## src/rtl/dg_strobe_pkg.sv

```systemverilog
// Shared types and the window test for the deglitch strobe generator.
// Assumes a power-of-two interval count given by the index width.
package dg_strobe_pkg;

    localparam int DG_IDX_W = 5;
    localparam int DG_NUM_INTERVALS = 1 << DG_IDX_W;

    typedef logic [DG_IDX_W-1:0] dg_idx_t;

    typedef struct packed {
        dg_idx_t rise;
        dg_idx_t fall;
    } dg_edges_t;

    // Returns 1 when interval idx lies inside the high window [rise, fall),
    // taken modulo the period; an equal rise and fall means no window.
    function automatic logic dg_in_window(dg_idx_t idx, dg_edges_t e);
        logic hit;
        if (e.rise == e.fall) begin
            hit = 1'b0;
        end else if (e.rise < e.fall) begin
            hit = (idx >= e.rise) && (idx < e.fall);
        end else begin
            hit = (idx >= e.rise) || (idx < e.fall);
        end
        return hit;
    endfunction

endpackage

```

## src/rtl/dg_interval_counter.sv

```systemverilog
// Interval counter: tracks which deglitch interval of the sample period is
// current. Assumes period_start wins over interval_tick in the same clock.
// Wraps modulo the interval count when no period start arrives.
module dg_interval_counter
    import dg_strobe_pkg::*;
(
    input  logic    clk,
    input  logic    rst_n,
    input  logic    period_start,
    input  logic    interval_tick,
    output dg_idx_t idx_q,
    output dg_idx_t idx_next
);

    // Next-index selection: restart, advance or hold.
    always_comb begin
        if (period_start) begin
            idx_next = '0;
        end else if (interval_tick) begin
            idx_next = idx_q + dg_idx_t'(1);
        end else begin
            idx_next = idx_q;
        end
    end

    // Index register with synchronous active-low reset.
    always_ff @(posedge clk) begin
        if (!rst_n) begin
            idx_q <= '0;
        end else begin
            idx_q <= idx_next;
        end
    end

endmodule

```

## src/rtl/dg_edge_select.sv

```systemverilog
// Edge select capture: holds the rise and fall indices in use for the
// current period. New selects, or the stand-alone defaults, are taken only
// at a period start. Resets to an empty window (rise equal to fall).
module dg_edge_select
    import dg_strobe_pkg::*;
#(
    parameter dg_idx_t DEF_RISE = dg_idx_t'(31),
    parameter dg_idx_t DEF_FALL = dg_idx_t'(15)
) (
    input  logic      clk,
    input  logic      rst_n,
    input  logic      period_start,
    input  logic      standalone,
    input  dg_idx_t   rise_sel,
    input  dg_idx_t   fall_sel,
    output dg_edges_t edges_q,
    output dg_edges_t edges_next
);

    dg_edges_t requested;

    // Pick programmed or fixed edge positions.
    always_comb begin
        if (standalone) begin
            requested.rise = DEF_RISE;
            requested.fall = DEF_FALL;
        end else begin
            requested.rise = rise_sel;
            requested.fall = fall_sel;
        end
    end

    // Load the request only at a period start.
    always_comb begin
        edges_next = period_start ? requested : edges_q;
    end

    // Captured edge register; reset gives no window.
    always_ff @(posedge clk) begin
        if (!rst_n) begin
            edges_q <= '0;
        end else begin
            edges_q <= edges_next;
        end
    end

endmodule

```

## src/rtl/dg_window_decode.sv

```systemverilog
// Window decode: registers the strobe from the next index and the next edge
// pair. The strobe then changes on the same edge as the index, with no
// combinational path to the output.
module dg_window_decode
    import dg_strobe_pkg::*;
(
    input  logic      clk,
    input  logic      rst_n,
    input  dg_idx_t   idx_next,
    input  dg_edges_t edges_next,
    output logic      strobe_q
);

    logic strobe_d;

    // Window membership of the coming interval.
    always_comb begin
        strobe_d = dg_in_window(idx_next, edges_next);
    end

    // Output register, low in reset.
    always_ff @(posedge clk) begin
        if (!rst_n) begin
            strobe_q <= 1'b0;
        end else begin
            strobe_q <= strobe_d;
        end
    end

endmodule

```

## src/rtl/dg_strobe_gen.sv

```systemverilog
// Deglitch strobe generator top level. Splits each sample period into
// intervals and drives a strobe high from the start of the rise interval to
// the start of the fall interval, with wrap across the period boundary.
// Assumes period_start and interval_tick are single-clock pulses in clk.
module dg_strobe_gen
    import dg_strobe_pkg::*;
#(
    parameter dg_idx_t DEF_RISE = dg_idx_t'(31),
    parameter dg_idx_t DEF_FALL = dg_idx_t'(15)
) (
    input  logic                clk,
    input  logic                rst_n,
    input  logic                period_start,
    input  logic                interval_tick,
    input  logic [DG_IDX_W-1:0] rise_sel,
    input  logic [DG_IDX_W-1:0] fall_sel,
    input  logic                standalone,
    output logic                strobe
);

    dg_idx_t   idx_q;
    dg_idx_t   idx_next;
    dg_edges_t edges_q;
    dg_edges_t edges_next;

    dg_interval_counter u_counter (
        .clk           (clk),
        .rst_n         (rst_n),
        .period_start  (period_start),
        .interval_tick (interval_tick),
        .idx_q         (idx_q),
        .idx_next      (idx_next)
    );

    dg_edge_select #(
        .DEF_RISE (DEF_RISE),
        .DEF_FALL (DEF_FALL)
    ) u_edges (
        .clk          (clk),
        .rst_n        (rst_n),
        .period_start (period_start),
        .standalone   (standalone),
        .rise_sel     (rise_sel),
        .fall_sel     (fall_sel),
        .edges_q      (edges_q),
        .edges_next   (edges_next)
    );

    dg_window_decode u_decode (
        .clk        (clk),
        .rst_n      (rst_n),
        .idx_next   (idx_next),
        .edges_next (edges_next),
        .strobe_q   (strobe)
    );

endmodule

```

## config.mk

```make
export PLATFORM = sky130hd
export DESIGN_NAME = dg_strobe_gen
export DESIGN_NICKNAME = d
export VERILOG_FILES = /design/src/rtl/dg_strobe_pkg.sv /design/src/rtl/dg_interval_counter.sv /design/src/rtl/dg_edge_select.sv /design/src/rtl/dg_window_decode.sv /design/src/rtl/dg_strobe_gen.sv
export SDC_FILE = /design/constraint.sdc
export NUM_CORES = 1
export LEC_CHECK = 0
export BUFFER_PORTS_ARGS = -buffer_cell sky130_fd_sc_hd__buf_2
export CAP_MARGIN = 20
export CORE_UTILIZATION = 40
export DETAILED_ROUTE_END_ITERATION = 16
export PLACE_DENSITY = 0.63
export SLEW_MARGIN = 20
export SYNTH_ARGS = -nofsm -noshare
export SYNTH_HDL_FRONTEND = slang
export SYNTH_SLANG_ARGS = --single-unit
```

## constraint.sdc

```tcl
create_clock -name clk -period 5.4 [get_ports clk]
set_input_delay 0.54 -clock clk [delete_from_list [all_inputs] [get_ports clk]]
set_output_delay 0.54 -clock clk [all_outputs]
set_load 0.02 [all_outputs]
```

After elaboration in Yosys (flattened, before gate mapping)
Cells that the tools add are included.

Order comparisons: 3. $add $sub $neg: 1. Multiplexer cells: 5. Reduce and logical (&&, ||, !) cells: 3. Equality and inequality tests: 1. Bitwise operators: 1.

Operator list (number): two-way mux 10 bit (2); < comparator 5 bit (2); two-way mux 5 bit (2); adder 5 x 1 -> 5 bit, second input constant (1); equality test 5 bit (1); greater-or-equal comparator 5 bit (1); OR reduction 2 bit (1); logical AND 1 bit (1); logical OR 1 bit (1); two-way mux 1 bit (1); inverter 1 bit (1).

Output and inout port bits: 1. Bits in registers: 16. Logic and storage cells: 18. Input port bits: 15.

Depth between registers and ports, before layout
Gate-level depths: netlist (run 1).

Depth in word-level cells: 6. Depth in mapped cells: 10.

Hierarchy
Synthesis (run 1) repeated with hierarchy kept, for this count alone.

Cells, all modules: 142. Area total of the unflattened synthesis: 1161.1 um2.

Modules (own cells, without submodules): dg_edge_select (area each 491.7 um2, instances 1, cells an instance 64, sequential area each 200.2 um2); dg_window_decode (area each 356.6 um2, instances 1, cells an instance 46, sequential area each 20.0 um2); dg_interval_counter (area each 312.8 um2, instances 1, cells an instance 32, sequential area each 100.1 um2).

Least setup slack after synthesis (run 1)
OpenSTA, ideal clock, no wires.

Path kind: input port to flip-flop. Start point: input period_start. End point: register u_decode.strobe_q. Stages on the path: 9. Data arrival time: 2089 ps. Buffers on the path: 2. Data required time: 5282 ps. Setup slack: 3193 ps. Path through: buf_6 clkbuf_1 o22ai_1 ha_1 nand3_1 a311oi_1 o22ai_1 a211oi_2 nor2_1.

Word-level cells in the longest chain between the ends: 4.

RTL lines: start: declaration (RTL line dg_strobe_gen.sv:13) `input logic period_start,`; two-way mux 5 bit or two-way mux 10 bit (tied branches) (RTL line dg_interval_counter.sv:17, dg_edge_select.sv:35); greater-or-equal comparator 5 bit or < comparator 5 bit (tied branches) (RTL line dg_strobe_pkg.sv:22, dg_strobe_pkg.sv:24); logical OR 1 bit or logical AND 1 bit (tied branches) (RTL line dg_strobe_pkg.sv:24, dg_strobe_pkg.sv:22); two-way mux 1 bit (RTL line dg_strobe_pkg.sv:21) `end else if (e.rise < e.fall) begin`; end signal: assignment (RTL line dg_window_decode.sv:26) `strobe_q <= strobe_d;`; end: declaration (RTL line dg_window_decode.sv:11) `output logic strobe_q`.

Parallel ways exist; a longest one is shown, timed or not. A chain may end at the register's enable or synchronous reset.

Worst setup path after layout (run 1)
Ends and elaborated chain as after synthesis.

==> results.sh, run 1 <==
export IMPL_synthCells=106
export IMPL_drc=0
export IMPL_cts_root_buf="clkbuf_4"
export IMPL_ys_seq_area_share_pct=34.5
export IMPL_post_cts_buffers=0
export IMPL_period_share_pct=44.3
export IMPL_finalInstanceArea_mm2=0.00105
export IMPL_h_tree_depth=1
export IMPL_synth_seq_cells=16
export IMPL_tns_ns=0
export IMPL_final_cells=149
export IMPL_clk_path_buf_depth=2
export IMPL_row_count=17
export IMPL_power_density_mw_per_mm2=250
export IMPL_dieArea_mm2=0.00251
export IMPL_yosys_area_top_type="dfxtp_1"
export IMPL_antenna_found_initial=0
export IMPL_max_freq_mhz=418
export IMPL_worst_pin_slew_ns=0.442
export IMPL_finalSetupViolations=0
export IMPL_routed_wl_um=1810
export IMPL_hp_class="in -> reg"
export IMPL_rsz0062_at_grt="no"
export IMPL_worstSetupEndpointType="flip-flop"
export IMPL_num_antenna_cells=0
export IMPL_nets=152
export IMPL_clk_pin_slew_ns=0.10
export IMPL_startpoint_type="input port"
export IMPL_leakage_nw=0.521
export IMPL_wl_per_cell_um=12.2
export IMPL_grt_max_degree=21
export IMPL_io_pin_count=16
export IMPL_numCtsBuffers=3
export IMPL_slew_violations=0
export IMPL_cts_sinks=16
export IMPL_dpl_hpwl_um=1430
export IMPL_grt_pass1_vias=721
export IMPL_ys_types=33
export IMPL_crit_path_max_fanout=20
export IMPL_critPathArrivalTime_ns=2.63
export IMPL_status="complete, no violations"
export IMPL_drv_cap=0
export IMPL_die_y_um=50.1
export IMPL_viasPerCell=5.26
export IMPL_core_area_mm2=0.00219
export IMPL_worst_ep_required_time_ns=5.64
export IMPL_postRouteAntennaNets=0
export IMPL_cts_tree="built"
export IMPL_initialDrtViolationCount=9
export IMPL_die_w_um=50.1
export IMPL_critPathKind="in -> reg"
export IMPL_final_layout_size_suffix_gt1_share_pct=18.2
export IMPL_dr_pass1_iters=4
export IMPL_period_needed_ns=2.39
export IMPL_post_dp_cell_area_mm2=0.00101
export IMPL_fillers=215
export IMPL_cts_resized=0
export IMPL_gp_congestion=0.835
export IMPL_avgSynthCellArea_um2=8.75
export IMPL_start_util_pct=42.3
export IMPL_vias=784
export IMPL_skew_ns=0.00152
export IMPL_grt_util_all_layers_pct=16.4
export IMPL_finalHoldViolCount=0
export IMPL_ff2ff_setup_slack_ns=3.18
export IMPL_relSlewSlack_pct=70.5
export IMPL_synthesis_nets=136
export IMPL_gr_total_overflow=0
export IMPL_numPlacedInstances=145
export IMPL_io_buffer_count=15
export IMPL_netlist_area_leader_share_pct=34.5
export IMPL_peakVddDrop_mv=0.127
export IMPL_cts_hold_buffers=0
export IMPL_syn2layout_area_growth_pct=13.4
export IMPL_clk_latency_ns=0.29
export IMPL_synth_area_um2=927
export IMPL_yosysWarningCount=0
export IMPL_grt_pass1_wl_um=3030
export IMPL_synth_area_leaders="dfxtp_1, ha_1, nor2_1, o22ai_1, inv_1"
[synth_stat cells, drive strengths merged]
master and count:
dfxtp 16, nor2 16, ha 15, inv 9, o22ai 8, nand2 4
nor3 4, a21o 3, clkbuf 3, xor2 3, a211oi 2, a21oi 2
nand2b 2, nand3 2, nand4 2, o21ai 2, a211o 1, a22oi 1
a311oi 1, and2 1, buf 1, mux2i 1, nor2b 1, o21a 1
o221ai 1, o31ai 1, or2 1, or3 1, xnor2 1
[sequential cells by signal, indices dropped and copies added (netlist names)]
register,cells
u_counter.idx_q,5
u_decode.strobe_q,1
u_edges.edges_q,10
[layer usage]
metal | GRT usage, % | share of wire (%)
met5 | 0 | 0
met4 | 10.0 | 2.6
met3 | 3.94 | 3.3
met2 | 25.3 | 43
met1 | 20.5 | 51
[kinds of logic after synthesis]
group,Yosys count,share of synthesized area [%]
AND/OR/NAND/NOR,34,16.7
adder cells (fa/ha/maj),15,20.2
AO/OA/AOI/OAI,23,17.5
flip-flops,16,34.5
XOR/XNOR,4,3.78
multiplexers,1,1.08
buffers and inverters,13,6.07
[layout make-up]
class | instances | area, um^2 | area share [%]
Inverter | 9 | 33.8 | 3.21
Sequential cell | 16 | 320 | 30.5
Timing Repair Buffer | 15 | 75.1 | 7.14
Clock buffer | 4 | 36.3 | 3.45
Tap cell | 28 | 35.0 | 3.33
Multi-Input combinational cell | 77 | 551 | 52.4
[power by group]
part,internal [mW],total (mW),switching [mW]
combinational,0.0229,0.0528,0.0299
clock,0.0411,0.0827,0.0416
sequential,0.125,0.127,0.00219
[per-stage QoR]
stage	total power [mW]	utilization, %	setup WS, ns	hold WS (ns)
after floorplan	0.168	-	3.19	0.469
after global placement	0.182	46.3	2.75	0.527
after CTS	0.263	48.0	3.00	0.469
final	0.262	48.0	3.01	0.479
after detailed placement	0.182	46.3	2.69	0.505
after global routing	0.276	48.0	2.81	0.469
[worst max-delay path, stage by stage]
cell and delay [ns]:
buf_2 0.29, nand2b_1 0.26, o22ai_1 0.32, ha_1 0.31, a21o_1 0.16, a211o_1 0.30, o22ai_1 0.20, o221ai_1 0.14
nor2_1 0.10
[placed cells by master, fill, tap and decap left out, drive strengths merged]
cell type	n
xnor2	1
and2	1
nand4	2
nor3	4
a311oi	1
buf	15
mux2i	1
ha	15
o21ai	2
a211o	1
a21o	3
or3	1
xor2	3
o31ai	1
a21oi	2
clkbuf	4
a22oi	1
a211oi	2
inv	9
dfxtp	16
o21a	1
nand2b	2
o22ai	8
o221ai	1
nand2	4
nand3	2
nor2b	1
nor2	16
or2	1
[path summary, 6_finish.rpt]
check | depth (start not counted) | start | to
worst max-delay path | 9 | period_start | u_decode.strobe_q
worst min-delay path | 2 | rst_n | u_edges.edges_q[0]
worst max register to register | 10 | u_counter.idx_q[0] | u_decode.strobe_q
worst min register to register | 2 | u_edges.edges_q[9] | u_edges.edges_q[9]
Power figures use the tool's default switching activity.
==> run 2: changes to the inputs <==
--- a/config.mk
+++ b/config.mk
@@ -5,11 +5,12 @@
 export SDC_FILE = /design/constraint.sdc
 export NUM_CORES = 1
 export LEC_CHECK = 0
+export ABC_AREA = 1
 export BUFFER_PORTS_ARGS = -buffer_cell sky130_fd_sc_hd__buf_2
 export CAP_MARGIN = 20
 export CORE_UTILIZATION = 40
 export DETAILED_ROUTE_END_ITERATION = 16
-export PLACE_DENSITY = 0.63
+export PLACE_DENSITY = 0.62
 export SLEW_MARGIN = 20
 export SYNTH_ARGS = -nofsm -noshare
 export SYNTH_HDL_FRONTEND = slang
==> constraint.sdc (replaced) <==
create_clock -name clk -period 2.5 [get_ports clk]
set_input_delay 0.25 -clock clk [delete_from_list [all_inputs] [get_ports clk]]
set_output_delay 0.25 -clock clk [all_outputs]
set_load 0.02 [all_outputs]
==> run 2 against run 1 <==
Net effect: combinational power increased to 2.7 times the previous value; global-route usage increased by 0.63 points; via count increased by 15%; critical path depth increased by 1; sequential power increased by 120%; cell count increased by 24%; cell area increased by 12%; critical path type is now reg -> reg; synthesized cell count increased by 32%.
==> results.sh, run 2 <==
export IMPL_cts_root_buf="clkbuf_4"
export IMPL_reg_top3="u_edges.edges_q: 10 flops, u_counter.idx_q: 5 flops, u_decode.strobe_q: 1 flops"
export IMPL_cts_tree="built"
export IMPL_synth_edf_count=0
export IMPL_synth_top_cells_by_count="nand2_1, nor2_1, inv_1"
export IMPL_relSlewSlack_pct=64.9
export IMPL_multi_input_area_um2=636
export IMPL_worstSetupEndpointType="flip-flop"
export IMPL_final_cells=185
export IMPL_wl_per_cell_um=11.8
export IMPL_grt_util_all_layers_pct=17.1
export IMPL_finalHoldViolCount=0
export IMPL_gp_congestion=0.773
export IMPL_synth_area_mm2=0.00107
export IMPL_slew_violations=0
export IMPL_dpl_hpwl_um=1740
export IMPL_grt_max_degree=18
export IMPL_pre_cts_slack_ns=0.305
export IMPL_post_cts_buffers=0
export IMPL_cts_sinks=16
export IMPL_finalSetupViolations=0
export IMPL_final_layout_size_suffix_gt1_share_pct=21.3
export IMPL_synth_area_leaders="dfxtp_1, ha_1, nand2_1, o22ai_2, nor2_1"
export IMPL_yosys_area_top_type="dfxtp_1"
export IMPL_gr_total_overflow=0
export IMPL_cts_resized=0
export IMPL_synth_seq_cells=16
export IMPL_ys_seq_area_share_pct=30.0
export IMPL_period_needed_ns=2.06
export IMPL_netlist_area_leader_share_pct=30.0
export IMPL_viasPerCell=4.89
export IMPL_postRouteAntennaNets=0
export IMPL_leakage_nw=0.604
export IMPL_initialDrtViolationCount=16
export IMPL_layout_commonest_cell="nand2_1"
export IMPL_nets=187
export IMPL_syn2layout_area_growth_pct=10.2
export IMPL_ys_types=21
export IMPL_critPathKind="reg -> reg"
export IMPL_rsz0062_at_grt="no"
export IMPL_critPathArrivalTime_ns=2.25
export IMPL_clk_latency_ns=0.28
export IMPL_synthesis_nets=170
export IMPL_tns_ns=0
export IMPL_peakVddDrop_mv=0.268
export IMPL_ys_flop_type="dfxtp_1"
export IMPL_register_area_um2=320
export IMPL_start_util_pct=42.7
export IMPL_routed_wl_um=2190
export IMPL_worst_pin_slew_ns=0.525
export IMPL_drc=0
export IMPL_h_tree_depth=1
export IMPL_layout_setup_ws_ns=0.435
export IMPL_num_antenna_cells=0
export IMPL_skew_ns=0.00647
export IMPL_async_reset_ff_share_pct=0
export IMPL_synth_most_common_cell="nand2_1"
export IMPL_utilization_pct=47.0
export IMPL_synthCells=140
export IMPL_largest_reg_flops=10
export IMPL_cts_hold_buffers=0
export IMPL_startpoint_type="flip-flop"
export IMPL_drv_cap=0
export IMPL_clk_path_buf_depth=2
export IMPL_fillers=246
export IMPL_power_density_mw_per_mm2=470
export IMPL_hp_class="in -> reg"
export IMPL_die_w_um=53.7
export IMPL_yosysWarningCount=0
export IMPL_grt_pass1_wl_um=3390
export IMPL_worst_ep_required_time_ns=2.68
export IMPL_numCtsBuffers=3
export IMPL_io_pin_count=16
export IMPL_dr_pass1_iters=4
export IMPL_die_y_um=53.7
export IMPL_antenna_found_initial=0
export IMPL_vias=904
export IMPL_total_power_mw=0.553
export IMPL_grt_pass1_vias=789
export IMPL_top_register="u_edges.edges_q"
export IMPL_period_share_pct=82.6
export IMPL_status="complete, no violations"
export IMPL_dieArea_mm2=0.00288
export IMPL_row_count=18
export IMPL_io_buffer_count=15
export IMPL_clk_pin_slew_ns=0.10
export IMPL_max_freq_mhz=484
export IMPL_numPlacedInstances=182
export IMPL_core_area_mm2=0.00250
export IMPL_mostFrequentLayoutCells="nand2_1, nor2_1, inv_1"
export IMPL_crit_path_max_fanout=3
export IMPL_avgSynthCellArea_um2=7.62
## run 2: cell count changes in the layout (fill, tap and decap cells not counted), sizes merged, moves of 2 or more
cell,previous run,this run
a21o,3,0
nand2b,2,0
nand2,4,27
nor3,4,6
inv,9,22
xor2,3,0
nand4,2,0
nand3,2,4
a21oi,2,8
a211oi,2,0
nor2,16,25
nor4,0,3
## run 2: path summary, 6_finish.rpt
path,startpoint,depth (start not counted),slack (ns),end
worst max-delay path,u_counter.idx_q[0],10,0.44,u_decode.strobe_q
worst min register to register,u_edges.edges_q[9],2,0.54,u_edges.edges_q[9]
worst max register to register,u_counter.idx_q[0],10,0.44,u_decode.strobe_q
worst min-delay path,rise_sel[3],3,0.25,u_edges.edges_q[8]
## run 2: stage by stage
stage	hold slack [ns]	cell area, um^2
after floorplan	0.423	1070
after global placement	0.506	1150
after detailed placement	0.528	1150
after CTS	0.259	1180
after global routing	0.264	1180
final	0.254	1180
## run 2: power breakdown
group,internal (mW),leakage (nW),switching (mW)
Combinational,0.0559,0.458,0.0841
Sequential,0.270,0.132,0.00725
Clock,0.0558,0.0138,0.0794
Total,0.382,0.604,0.171
## run 2: kinds of logic after synthesis
logic type | after synthesis | synth area share (%)
fa+ha+maj | 15 | 17.6
buf+inv | 25 | 10.4
simple gates | 65 | 26.1
compound gates | 19 | 15.8
flops | 16 | 30.0
## run 2: final cells by class
cell class | count | area share [%]
inverters | 22 | 7.23
clock buffers | 3 | 1.91
multi-input cells | 99 | 54.0
repair buffers | 15 | 6.38
well taps | 30 | 3.19
flip-flops and latches | 16 | 27.2
## run 2: critical path, stage by stage, from the launching register on
cell and delay [ns]:
dfxtp_1 0.37, ha_1 0.18, nand3_1 0.10, inv_1 0.10, a21oi_1 0.08, nor3_1 0.24
ha_1 0.32, a21oi_1 0.19, nand2_1 0.09, o21ai_0 0.21, a21oi_2 0.07
## run 2: layer usage
layer	wire [um]	up-vias	GRT usage [%]
li1	-	488	-
met1	1110	396	22.6
met2	952	18	25.2
met3	103	2	3.11
met4	27	0	11.0
met5	0	-	0
==> run 3: changes to the inputs <==
==> constraint.sdc (replaced) <==
create_clock -name clk -period 1.94 [get_ports clk]
set_input_delay 0.194 -clock clk [delete_from_list [all_inputs] [get_ports clk]]
set_output_delay 0.194 -clock clk [all_outputs]
set_load 0.02 [all_outputs]
==> run 3 against run 2 <==
Net effect: clock power is 67% higher; sequential power is 28% higher; largest power group unchanged; global-route usage is 0.58 points higher.
==> results.sh, run 3 (synthesis results as in run 2) <==
export IMPL_status="complete, no violations"
export IMPL_multi_input_area_um2=757
export IMPL_peakVddDrop_mv=0.433
export IMPL_critPathArrivalTime_ns=2.17
export IMPL_worstReg2RegEnd="u_decode.strobe_q"
export IMPL_cts_sinks=16
export IMPL_worstSetupEndpointType="flip-flop"
export IMPL_power_density_mw_per_mm2=576
export IMPL_r2r_cells=13
export IMPL_wl_per_cell_um=12.5
export IMPL_period_needed_ns=1.93
export IMPL_cts_root_buf="clkbuf_4"
export IMPL_row_count=18
export IMPL_final_layout_size_suffix_gt1_share_pct=37.3
export IMPL_layout_commonest_cell="nand2_1"
export IMPL_grt_pass1_vias=799
export IMPL_post_dp_cell_area_mm2=0.00118
export IMPL_numCtsBuffers=3
export IMPL_h_tree_depth=1
export IMPL_mostFrequentLayoutCells="nand2_1, nor2_1, inv_1"
export IMPL_crit_path_max_fanout=3
export IMPL_start_util_pct=42.7
export IMPL_relSlewSlack_pct=65.3
export IMPL_period_share_pct=99.6
export IMPL_grt_pass1_wl_um=3480
export IMPL_whs_ns=0.182
export IMPL_core_area_mm2=0.00250
export IMPL_tns_ns=0
export IMPL_io_pin_count=16
export IMPL_vias=982
export IMPL_utilization_pct=54.4
export IMPL_nets=192
export IMPL_r2r_start="u_counter.idx_q[1]"
export IMPL_rsz0062_at_grt="yes"
export IMPL_finalSetupViolations=0
export IMPL_critPathKind="reg -> reg"
export IMPL_cts_tree="built"
export IMPL_worst_pin_slew_ns=0.520
export IMPL_register_area_um2=325
export IMPL_numPlacedInstances=185
export IMPL_max_freq_mhz=517
export IMPL_syn2layout_area_growth_pct=27.4
export IMPL_gr_total_overflow=0
export IMPL_finalHoldViolCount=0
export IMPL_fillers=232
export IMPL_startpoint_type="flip-flop"
export IMPL_slew_violations=0
export IMPL_endpoint="u_decode.strobe_q"
export IMPL_final_cells=191
export IMPL_postRouteAntennaNets=0
export IMPL_die_y_um=53.7
export IMPL_io_buffer_count=15
export IMPL_num_antenna_cells=0
export IMPL_top_register="u_edges.edges_q"
export IMPL_critPathLaunch="u_counter.idx_q[1]"
export IMPL_dr_pass1_iters=4
export IMPL_pre_cts_slack_ns=-0.0454
export IMPL_layout_setup_ws_ns=0.00688
export IMPL_skew_ns=0.000852
export IMPL_gp_congestion=0.819
export IMPL_reg_top3="u_edges.edges_q: 10 flops, u_counter.idx_q: 5 flops, u_decode.strobe_q: 1 flops"
export IMPL_clk_latency_ns=0.29
export IMPL_antenna_found_initial=0
export IMPL_largest_reg_flops=10
export IMPL_grt_max_degree=17
export IMPL_worst_ep_required_time_ns=2.17
export IMPL_finalInstanceArea_mm2=0.00136
export IMPL_hp_class="in -> reg"
export IMPL_clk_path_buf_depth=2
export IMPL_leakage_nw=0.655
export IMPL_initialDrtViolationCount=21
export IMPL_clk_pin_slew_ns=0.10
export IMPL_total_power_mw=0.784
export IMPL_dieArea_mm2=0.00288
export IMPL_drc=0
export IMPL_routed_wl_um=2390
export IMPL_ff2ff_setup_slack_ns=0.007
export IMPL_grt_util_all_layers_pct=17.6
export IMPL_dpl_hpwl_um=1680
export IMPL_drv_cap=0
export IMPL_viasPerCell=5.14
export IMPL_die_w_um=53.7
==> run 3: cell types whose count changed in the layout (fill, tap and decap cells not counted), moves of 3 or more <==
cell     before  now
ha_4          0    3
nor3_1        6    3
buf_4         0    4
a21oi_1       6    3
nand2_2       0    5
ha_1         15   12
nand2_1      27   22
==> run 3: layout make-up <==
class / count / area share, %
inverters: 22 / 6.44
repair buffers: 20 / 8.56
clock buffers: 4 / 2.67
multi-input cells: 99 / 55.7
flip-flops and latches: 16 / 23.9
well taps: 30 / 2.76
==> run 3: worst min-delay path by stage <==
stage,from,endpoint,slack [ns],cells past startpoint
after floorplan,rise_sel[1],u_edges.edges_q[6],0.37,2
final,rise_sel[1],u_edges.edges_q[6],0.18,3
after global routing,fall_sel[1],u_edges.edges_q[1],0.18,3
after detailed placement,rise_sel[1],u_edges.edges_q[6],0.49,3
after global placement,rise_sel[1],u_edges.edges_q[6],0.48,3
after CTS,rise_sel[1],u_edges.edges_q[6],0.18,3
==> run 3: power by group <==
part / internal, mW / switching [mW] / leakage (nW)
clock: 0.114 / 0.112 / 0.0210
sequential: 0.348 / 0.00886 / 0.133
combinational: 0.0830 / 0.118 / 0.501
==> run 3: critical path, cell delays in order (launching register included) <==
cell and delay, ns:
dfxtp_4 0.38, ha_4 0.15, nand3_4 0.10, inv_4 0.10, a21oi_4 0.06, nor3_4 0.27, buf_6 0.14, ha_4 0.19
nand2_2 0.05, inv_1 0.04, nor2_1 0.09, o21a_1 0.13, nand2_2 0.06, a21oi_2 0.13
==> run 3: metal layers <==
layer	global-route usage [%]	vias to the layer above	wire length, um
met2	25.4	19	1140
met1	23.6	457	1110
met4	13.2	0	75
li1	-	500	-
met5	0	-	0
met3	2.54	6	68
==> run 3: what timing repair did <==
action	CTS	global route
endpoints found under the setup margin	1	1
cloned	0	0
resized for setup	3	28
pin swaps	0	15
hold buffers	0	0
setup buffers	0	2
